## src/rtl/cfgstore_pkg.sv

```systemverilog
`timescale 1ns/1ps
package cfgstore_pkg;
  typedef enum logic [1:0] {
    OP_PROGRAM = 2'd0,
    OP_RD_PAT  = 2'd1,
    OP_RD_SIG  = 2'd2,
    OP_RD_SUM  = 2'd3
  } op_e;

  typedef enum logic [1:0] {
    PH_IDLE  = 2'd0,
    PH_ERASE = 2'd1,
    PH_WRITE = 2'd2
  } phase_e;
endpackage

```

## src/rtl/cfg_word_ram.sv

```systemverilog
`timescale 1ns/1ps
module cfg_word_ram #(
  parameter int W     = 16,
  parameter int DEPTH = 20,
  parameter int AW    = 5
) (
  input  logic          clk,
  input  logic          we,
  input  logic [AW-1:0] waddr,
  input  logic [W-1:0]  wdata,
  input  logic [AW-1:0] raddr,
  output logic [W-1:0]  rdata
);
  logic [W-1:0] mem [DEPTH];

  always_ff @(posedge clk) begin
    if (we) mem[waddr] <= wdata;
    rdata <= mem[raddr];
  end
endmodule

```

## src/rtl/cfg_prog_seq.sv

```systemverilog
`timescale 1ns/1ps
module cfg_prog_seq
  import cfgstore_pkg::*;
#(
  parameter int WORD_W  = 16,
  parameter int N_WORDS = 20,
  parameter int IDX_W   = 5
) (
  input  logic              clk,
  input  logic              rst,
  input  logic              start,
  input  logic              start_lock,
  input  logic [WORD_W-1:0] fetch_data,
  output logic              busy,
  output logic              fetch_en,
  output logic [IDX_W-1:0]  fetch_idx,
  output logic              we,
  output logic [IDX_W-1:0]  waddr,
  output logic [WORD_W-1:0] wdata,
  output logic              lock,
  output logic [WORD_W-1:0] checksum
);
  phase_e            phase;
  logic [IDX_W-1:0]  idx;
  logic [WORD_W-1:0] acc;
  logic              lock_pend;
  logic              last;

  assign last = (idx == IDX_W'(N_WORDS - 1));

  always_ff @(posedge clk) begin
    if (rst) begin
      phase     <= PH_IDLE;
      idx       <= '0;
      acc       <= '0;
      lock_pend <= 1'b0;
      lock      <= 1'b0;
      checksum  <= '0;
    end else begin
      unique case (phase)
        PH_IDLE: begin
          if (start) begin
            phase     <= PH_ERASE;
            idx       <= '0;
            acc       <= '0;
            lock_pend <= start_lock;
            lock      <= 1'b0;
            checksum  <= '0;
          end
        end
        PH_ERASE: begin
          if (last) begin
            phase <= PH_WRITE;
            idx   <= '0;
          end else begin
            idx <= idx + 1'b1;
          end
        end
        PH_WRITE: begin
          acc <= acc + fetch_data;
          if (last) begin
            phase    <= PH_IDLE;
            idx      <= '0;
            lock     <= lock_pend;
            checksum <= acc + fetch_data;
          end else begin
            idx <= idx + 1'b1;
          end
        end
        default: phase <= PH_IDLE;
      endcase
    end
  end

  assign busy      = (phase != PH_IDLE);
  assign fetch_en  = (phase == PH_WRITE);
  assign fetch_idx = idx;
  assign we        = busy;
  assign waddr     = idx;
  assign wdata     = fetch_en ? fetch_data : '0;

  p_fetch_busy_r1: assert property (@(posedge clk) disable iff (rst)
    fetch_en |-> busy);
  p_fetch_step_r1: assert property (@(posedge clk) disable iff (rst)
    (fetch_en && $past(fetch_en)) |-> (fetch_idx == $past(fetch_idx) + 1'b1));
  p_lock_idle_r6: assert property (@(posedge clk) disable iff (rst)
    (!busy && !$past(busy)) |-> $stable(lock));
  p_sum_idle_r5: assert property (@(posedge clk) disable iff (rst)
    (!busy && !$past(busy)) |-> $stable(checksum));
endmodule

```

## src/rtl/cfg_read_port.sv

```systemverilog
`timescale 1ns/1ps
module cfg_read_port
  import cfgstore_pkg::*;
#(
  parameter int WORD_W = 16
) (
  input  logic              clk,
  input  logic              rst,
  input  logic              go,
  input  op_e               op,
  input  logic              lock,
  input  logic [WORD_W-1:0] ram_q,
  input  logic [WORD_W-1:0] checksum,
  output logic              rd_valid,
  output logic [WORD_W-1:0] rd_data,
  output logic              read_denied
);
  logic v1;
  op_e  op1;
  logic lk1;

  always_ff @(posedge clk) begin
    if (rst) begin
      v1  <= 1'b0;
      op1 <= OP_RD_SUM;
      lk1 <= 1'b0;
    end else begin
      v1  <= go;
      op1 <= op;
      lk1 <= lock;
    end
  end

  always_ff @(posedge clk) begin
    if (rst) begin
      rd_valid    <= 1'b0;
      rd_data     <= '0;
      read_denied <= 1'b0;
    end else begin
      rd_valid    <= v1;
      read_denied <= v1 && (op1 == OP_RD_PAT) && lk1;
      if (v1) begin
        unique case (op1)
          OP_RD_PAT: rd_data <= lk1 ? '0 : ram_q;
          OP_RD_SIG: rd_data <= ram_q;
          OP_RD_SUM: rd_data <= checksum;
          default:   rd_data <= '0;
        endcase
      end else begin
        rd_data <= '0;
      end
    end
  end

  p_denied_valid_r3: assert property (@(posedge clk) disable iff (rst)
    read_denied |-> rd_valid);
  p_denied_zero_r3: assert property (@(posedge clk) disable iff (rst)
    read_denied |-> (rd_data == '0));
  p_denied_pulse_r3: assert property (@(posedge clk) disable iff (rst)
    read_denied |=> !read_denied || $past(v1));
endmodule

```

## src/rtl/cfgstore_top.sv

```systemverilog
`timescale 1ns/1ps
module cfgstore_top
  import cfgstore_pkg::*;
#(
  parameter  int PAT_BITS  = 256,
  parameter  int SIG_BITS  = 64,
  parameter  int WORD_W    = 16,
  localparam int PAT_WORDS = PAT_BITS / WORD_W,
  localparam int SIG_WORDS = SIG_BITS / WORD_W,
  localparam int N_WORDS   = PAT_WORDS + SIG_WORDS,
  localparam int IDX_W     = $clog2(N_WORDS),
  localparam int ADDR_W    = $clog2(PAT_WORDS),
  localparam int SIG_AW    = $clog2(SIG_WORDS)
) (
  input  logic              clk,
  input  logic              rst,
  input  logic              cmd_valid,
  input  logic [1:0]        cmd_op,
  input  logic [ADDR_W-1:0] cmd_addr,
  input  logic              cmd_lock,
  output logic              busy,
  output logic              cmd_err,
  output logic              fetch_en,
  output logic [IDX_W-1:0]  fetch_idx,
  input  logic [WORD_W-1:0] fetch_data,
  output logic              rd_valid,
  output logic [WORD_W-1:0] rd_data,
  output logic              read_denied
);
  op_e               op;
  logic              accept, prog_go, rd_go;
  logic              we;
  logic [IDX_W-1:0]  waddr, raddr;
  logic [WORD_W-1:0] wdata, ram_q, checksum;
  logic              lock;

  assign op      = op_e'(cmd_op);
  assign accept  = cmd_valid && !busy;
  assign prog_go = accept && (op == OP_PROGRAM);
  assign rd_go   = accept && (op != OP_PROGRAM);

  always_comb begin
    if (op == OP_RD_SIG)
      raddr = IDX_W'(PAT_WORDS) + IDX_W'(cmd_addr[SIG_AW-1:0]);
    else
      raddr = IDX_W'(cmd_addr);
  end

  always_ff @(posedge clk) begin
    if (rst) cmd_err <= 1'b0;
    else     cmd_err <= cmd_valid && busy;
  end

  cfg_prog_seq #(.WORD_W(WORD_W), .N_WORDS(N_WORDS), .IDX_W(IDX_W)) u_seq (
    .clk(clk), .rst(rst), .start(prog_go), .start_lock(cmd_lock),
    .fetch_data(fetch_data), .busy(busy), .fetch_en(fetch_en),
    .fetch_idx(fetch_idx), .we(we), .waddr(waddr), .wdata(wdata),
    .lock(lock), .checksum(checksum)
  );

  cfg_word_ram #(.W(WORD_W), .DEPTH(N_WORDS), .AW(IDX_W)) u_ram (
    .clk(clk), .we(we), .waddr(waddr), .wdata(wdata),
    .raddr(raddr), .rdata(ram_q)
  );

  cfg_read_port #(.WORD_W(WORD_W)) u_rd (
    .clk(clk), .rst(rst), .go(rd_go), .op(op), .lock(lock),
    .ram_q(ram_q), .checksum(checksum),
    .rd_valid(rd_valid), .rd_data(rd_data), .read_denied(read_denied)
  );

  p_err_busy_r7: assert property (@(posedge clk) disable iff (rst)
    cmd_err |-> $past(busy));
  p_no_read_busy_r7: assert property (@(posedge clk) disable iff (rst)
    rd_valid |-> !$past(busy, 2));
  p_err_pulse_r7: assert property (@(posedge clk) disable iff (rst)
    (cmd_err && !busy) |=> !cmd_err);
endmodule

```

## config.mk

```make
export PLATFORM = sky130hd
export DESIGN_NAME = cfgstore_top
export DESIGN_NICKNAME = d
export VERILOG_FILES = /design/src/rtl/cfgstore_pkg.sv /design/src/rtl/cfg_word_ram.sv /design/src/rtl/cfg_prog_seq.sv /design/src/rtl/cfg_read_port.sv /design/src/rtl/cfgstore_top.sv
export SDC_FILE = /design/constraint.sdc
export NUM_CORES = 1
export LEC_CHECK = 0
export ABC_CLOCK_PERIOD_IN_PS = 2000
export BUFFER_PORTS_ARGS = -buffer_cell sky130_fd_sc_hd__buf_2
export CORE_UTILIZATION = 58
export CTS_BUF_LIST = sky130_fd_sc_hd__clkbuf_8
export DETAILED_ROUTE_END_ITERATION = 10
export GPL_ROUTABILITY_DRIVEN = 0
export PLACE_DENSITY_LB_ADDON = 0.08
export SLEW_MARGIN = 40
export SYNTH_ARGS = -nofsm -noshare
export SYNTH_HDL_FRONTEND = slang
export SYNTH_SLANG_ARGS = --single-unit
```

## constraint.sdc

```tcl
create_clock -name clk -period 2 [get_ports clk]
set_input_delay 0.1 -clock clk [delete_from_list [all_inputs] [get_ports clk]]
set_output_delay 0.1 -clock clk [all_outputs]
set_load 0.02 [all_outputs]
```

==> results.sh <==
export IMPL_fin_skew_ns=0.0228
export IMPL_syn2layout_area_growth_pct=17.8
export IMPL_yosys_top_cells_area="edfxtp_1, mux4_2, dfxtp_1"
export IMPL_fp_dieW_um=167
export IMPL_cellInternalPower_mw=12.2
export IMPL_max_freq_ghz=0.474
export IMPL_ys_seq_area_frac=0.709
export IMPL_worst_path_stages=8
export IMPL_slowest_stage="a221oi_4"
export IMPL_numCtsBuffers=61
export IMPL_synth_cells=928
export IMPL_finalSetupViolations=7
export IMPL_dr_pass1_iters=5
export IMPL_leakage_nw=6.72
export IMPL_synth_seq_cells=400
export IMPL_r2r_end="u_seq.acc[15]"
export IMPL_r2r_start="u_seq.acc[5]"
export IMPL_start_kind="flop"
export IMPL_htree_num_levels=2
export IMPL_synth_nets=977
export IMPL_critPathKind="flop to flop"
export IMPL_critical_path_max_stage_delay_ns=0.35
export IMPL_grt_overflow_total=0
export IMPL_layout_nets=1126
export IMPL_coreArea_um2=26900
export IMPL_cpLargestDelayFamily="compound AO/OA/AOI/OAI gates"
export IMPL_cts_sinks=400
export IMPL_routedWlPerCell_um=22.8
export IMPL_grt_start_max_net_pins=40
export IMPL_cp_required_ns=2.45
export IMPL_cp_end_kind="flop"
export IMPL_yosys_area_top_type="edfxtp_1"
export IMPL_seq_area_um2=11200
export IMPL_floorplan_die_area_um2=27900
export IMPL_drive_gt1_frac=0.319
export IMPL_drv_slew=0
export IMPL_critPathCapture="u_seq.acc[15]"
export IMPL_pwr_share_seq=0.574
export IMPL_path_cells="ha_1 -> nor3_2 -> nor2_2 -> a221oi_4 -> o31ai_4 -> xnor2_2 -> nor3_2 -> a221o_1"
export IMPL_worst_pin_slew_ns=0.725
export IMPL_root_buffer="clkbuf_8"
export IMPL_place_hpwl_um=21800
export IMPL_violations="setup timing"
export IMPL_switching_power_mw=3.35
export IMPL_synth_distinct_cells=57
export IMPL_initial_core_util=0.588
export IMPL_status="finished, violations left"
export IMPL_hold_viol_final=0
export IMPL_die_y_um=167
export IMPL_synth_top_cell_area_share=0.608
export IMPL_vias_per_cell=5.96
export IMPL_cp_data_arrival_time_ns=2.56
export IMPL_min_path_type="primary input to flop"
export IMPL_cts_clk_slew_worst_paths_ns=0.06
export IMPL_placed_cell_area_um2=17200
export IMPL_syn_area_um2=15800
export IMPL_vdd_drop_max_mv=0.657
export IMPL_ios=52
export IMPL_clk_path_buf_depth=3
export IMPL_reg2reg_slack_ns=-0.11
export IMPL_powerDensity_nw_per_um2=837
export IMPL_sw_frac_of_total=0.215
export IMPL_comb_power_share=0.045
export IMPL_rr_worst_depth=8
export IMPL_synth_warnings=0
export IMPL_grt_pass1_vias=9258
export IMPL_stdcell_area_um2=18600
export IMPL_grt_pass1_wl_um=52000
export IMPL_critPathBufInv=0
export IMPL_insertion_delay_ns=0.59
export IMPL_critical_path_startpoint="u_seq.acc[5]"
export IMPL_synth_edf_count=320
export IMPL_setup_ws_ns=-0.109
export IMPL_antenna_left=0
export IMPL_nFillCells=1775
export IMPL_multiInputGateArea_um2=4610
export IMPL_fin_crit_sh=1.05
export IMPL_slew_headroom=0.517
export IMPL_drc=0
export IMPL_cpMostUsedCell="nor3_2"
export IMPL_ys_flop_type="edfxtp_1"
export IMPL_cts_tree="yes"
export IMPL_wl_um=33400
export IMPL_vias=8759
export IMPL_fin_util=0.693
export IMPL_grtUsageTotal=0.248
export IMPL_rows=60
export IMPL_crit_fanout=3
export IMPL_async_flop_share=0
export IMPL_max_cap_viol_count=0
export IMPL_fin_crit_ns=2.11
export IMPL_place_ws_ns=-0.247
export IMPL_port_buffers=51
export IMPL_power_clock_fraction=0.380
export IMPL_antenna_found_initial=0
export IMPL_syn_avg_cell_area_um2=17.0
export IMPL_n_antenna_cell=0
export IMPL_drt_initial_drc_count=786
export IMPL_rsz0062_at_grt="true"
==> state kept, by name, summed over array words and instances, names as in the netlist, 2 cells and up <==
signal	cells
u_ram.mem	320
u_ram.rdata	16
u_rd.op1	2
u_rd.rd_data	16
u_seq.acc	16
u_seq.checksum	16
u_seq.fetch_idx	5
u_seq.phase	2
==> per-layer routing <==
metal	wire [µm]	track usage
met1	14200	0.343
met2	16900	0.419
met3	1760	0.0352
met4	527	0.0648
met5	0	0
==> cell usage after synthesis, types with 2 or more instances <==
master and count:
a21oi_1 33, clkbuf_1 28, o22ai_1 17, o21ai_0 26, dfxtp_1 80, nor3b_1 2
xor2_1 7, nor4b_1 2, nand3_1 11, or2_2 2, o211ai_1 2, and3_1 2
inv_1 10, mux4_2 80, nand2_1 46, nor2b_1 23, or3_1 3, xnor2_1 7
and2_1 37, a22oi_1 17, a211oi_1 21, a21o_1 2, nor3_1 5, mux2_2 17
o21ai_1 3, o211ai_2 2, buf_2 12, edfxtp_1 320, nor2_1 57, ha_1 22
nand2b_1 6
==> final cells by class <==
type                    count  area share
flip-flops and latches    400       0.602
multi-input cells         475       0.248
repair buffers            129      0.0661
clock buffers              65      0.0480
well taps                 341      0.0229
clock inverters            49      0.0108
inverters                  10     0.00202
==> tightest hold or removal path, cell delays in order <==
cell,delay (ns)
buf_2,0.09
ha_1,0.19
xor2_1,0.09
o21ai_0,0.12
==> placed cells by master (no fill, tap or decap), types with 29 or more instances in the layout <==
| cell type | netlist | routed |
|---|---|---|
| nor2_1 | 57 | 54 |
| buf_2 | 12 | 49 |
| a21oi_1 | 33 | 29 |
| edfxtp_1 | 320 | 320 |
| buf_4 | 1 | 43 |
| mux4_2 | 80 | 80 |
| inv_1 | 10 | 36 |
| clkbuf_8 | 0 | 65 |
| dfxtp_1 | 80 | 74 |
| nand2_1 | 46 | 45 |
==> stage by stage <==
step	TNS, ns	std cells	hold WS (ns)	total power [mW]
global route	-1.74	1469	0.0857	16.2
floorplan	0	928	0.190	9.54
detailed placement	-16.14	1339	0.362	9.80
CTS	-0.774	1467	0.0257	15.7
global placement	-6.60	1339	0.350	9.78
finish	-0.447	1469	0.0530	15.6
==> what timing repair did <==
action                                 in CTS  in global routing
resized for setup                          29                 29
cloned                                      1                  0
endpoints found under the hold margin      19                  0
setup endpoints to repair                 285                543
hold buffers                                9                  0
setup buffers                               4                  3
pin swaps                                  16                 20
==> power groups by stage <==
stage	Sequential [mW]	Combinational, mW	Clock (mW)
after floorplan	9.12	0.422	0
after global placement	9.12	0.660	0
after detailed placement	9.12	0.672	0
after CTS	8.95	0.696	6.05
after global routing	8.95	0.758	6.47
final	8.95	0.708	5.92
==> how the worst min path moves through the flow <==
stage	startpoint	endpoint	depth (start not counted)
2_1_floorplan	rst	u_rd.rd_valid	1
3_3_place_gp	cmd_op[0]	u_rd.op1[0]	2
3_5_place_dp	cmd_op[1]	u_rd.op1[1]	2
4_1_cts	fetch_data[14]	u_seq.acc[14]	4
5_1_grt	fetch_data[14]	u_seq.checksum[14]	4
6_report	fetch_data[14]	u_seq.acc[14]	4
==> cells by family (layout without fill, tap and decap cells) <==
group           Yosys count  after routing  synth area share
compound gates          136            136            0.0586
mux                      98             98             0.127
flops                   400            400             0.709
buf+inv                  53            253            0.0139
xor+xnor                 15             15           0.00879
fa+ha+maj                23             23            0.0187
simple gates            203            203            0.0640
Power figures use the tool's default switching activity.
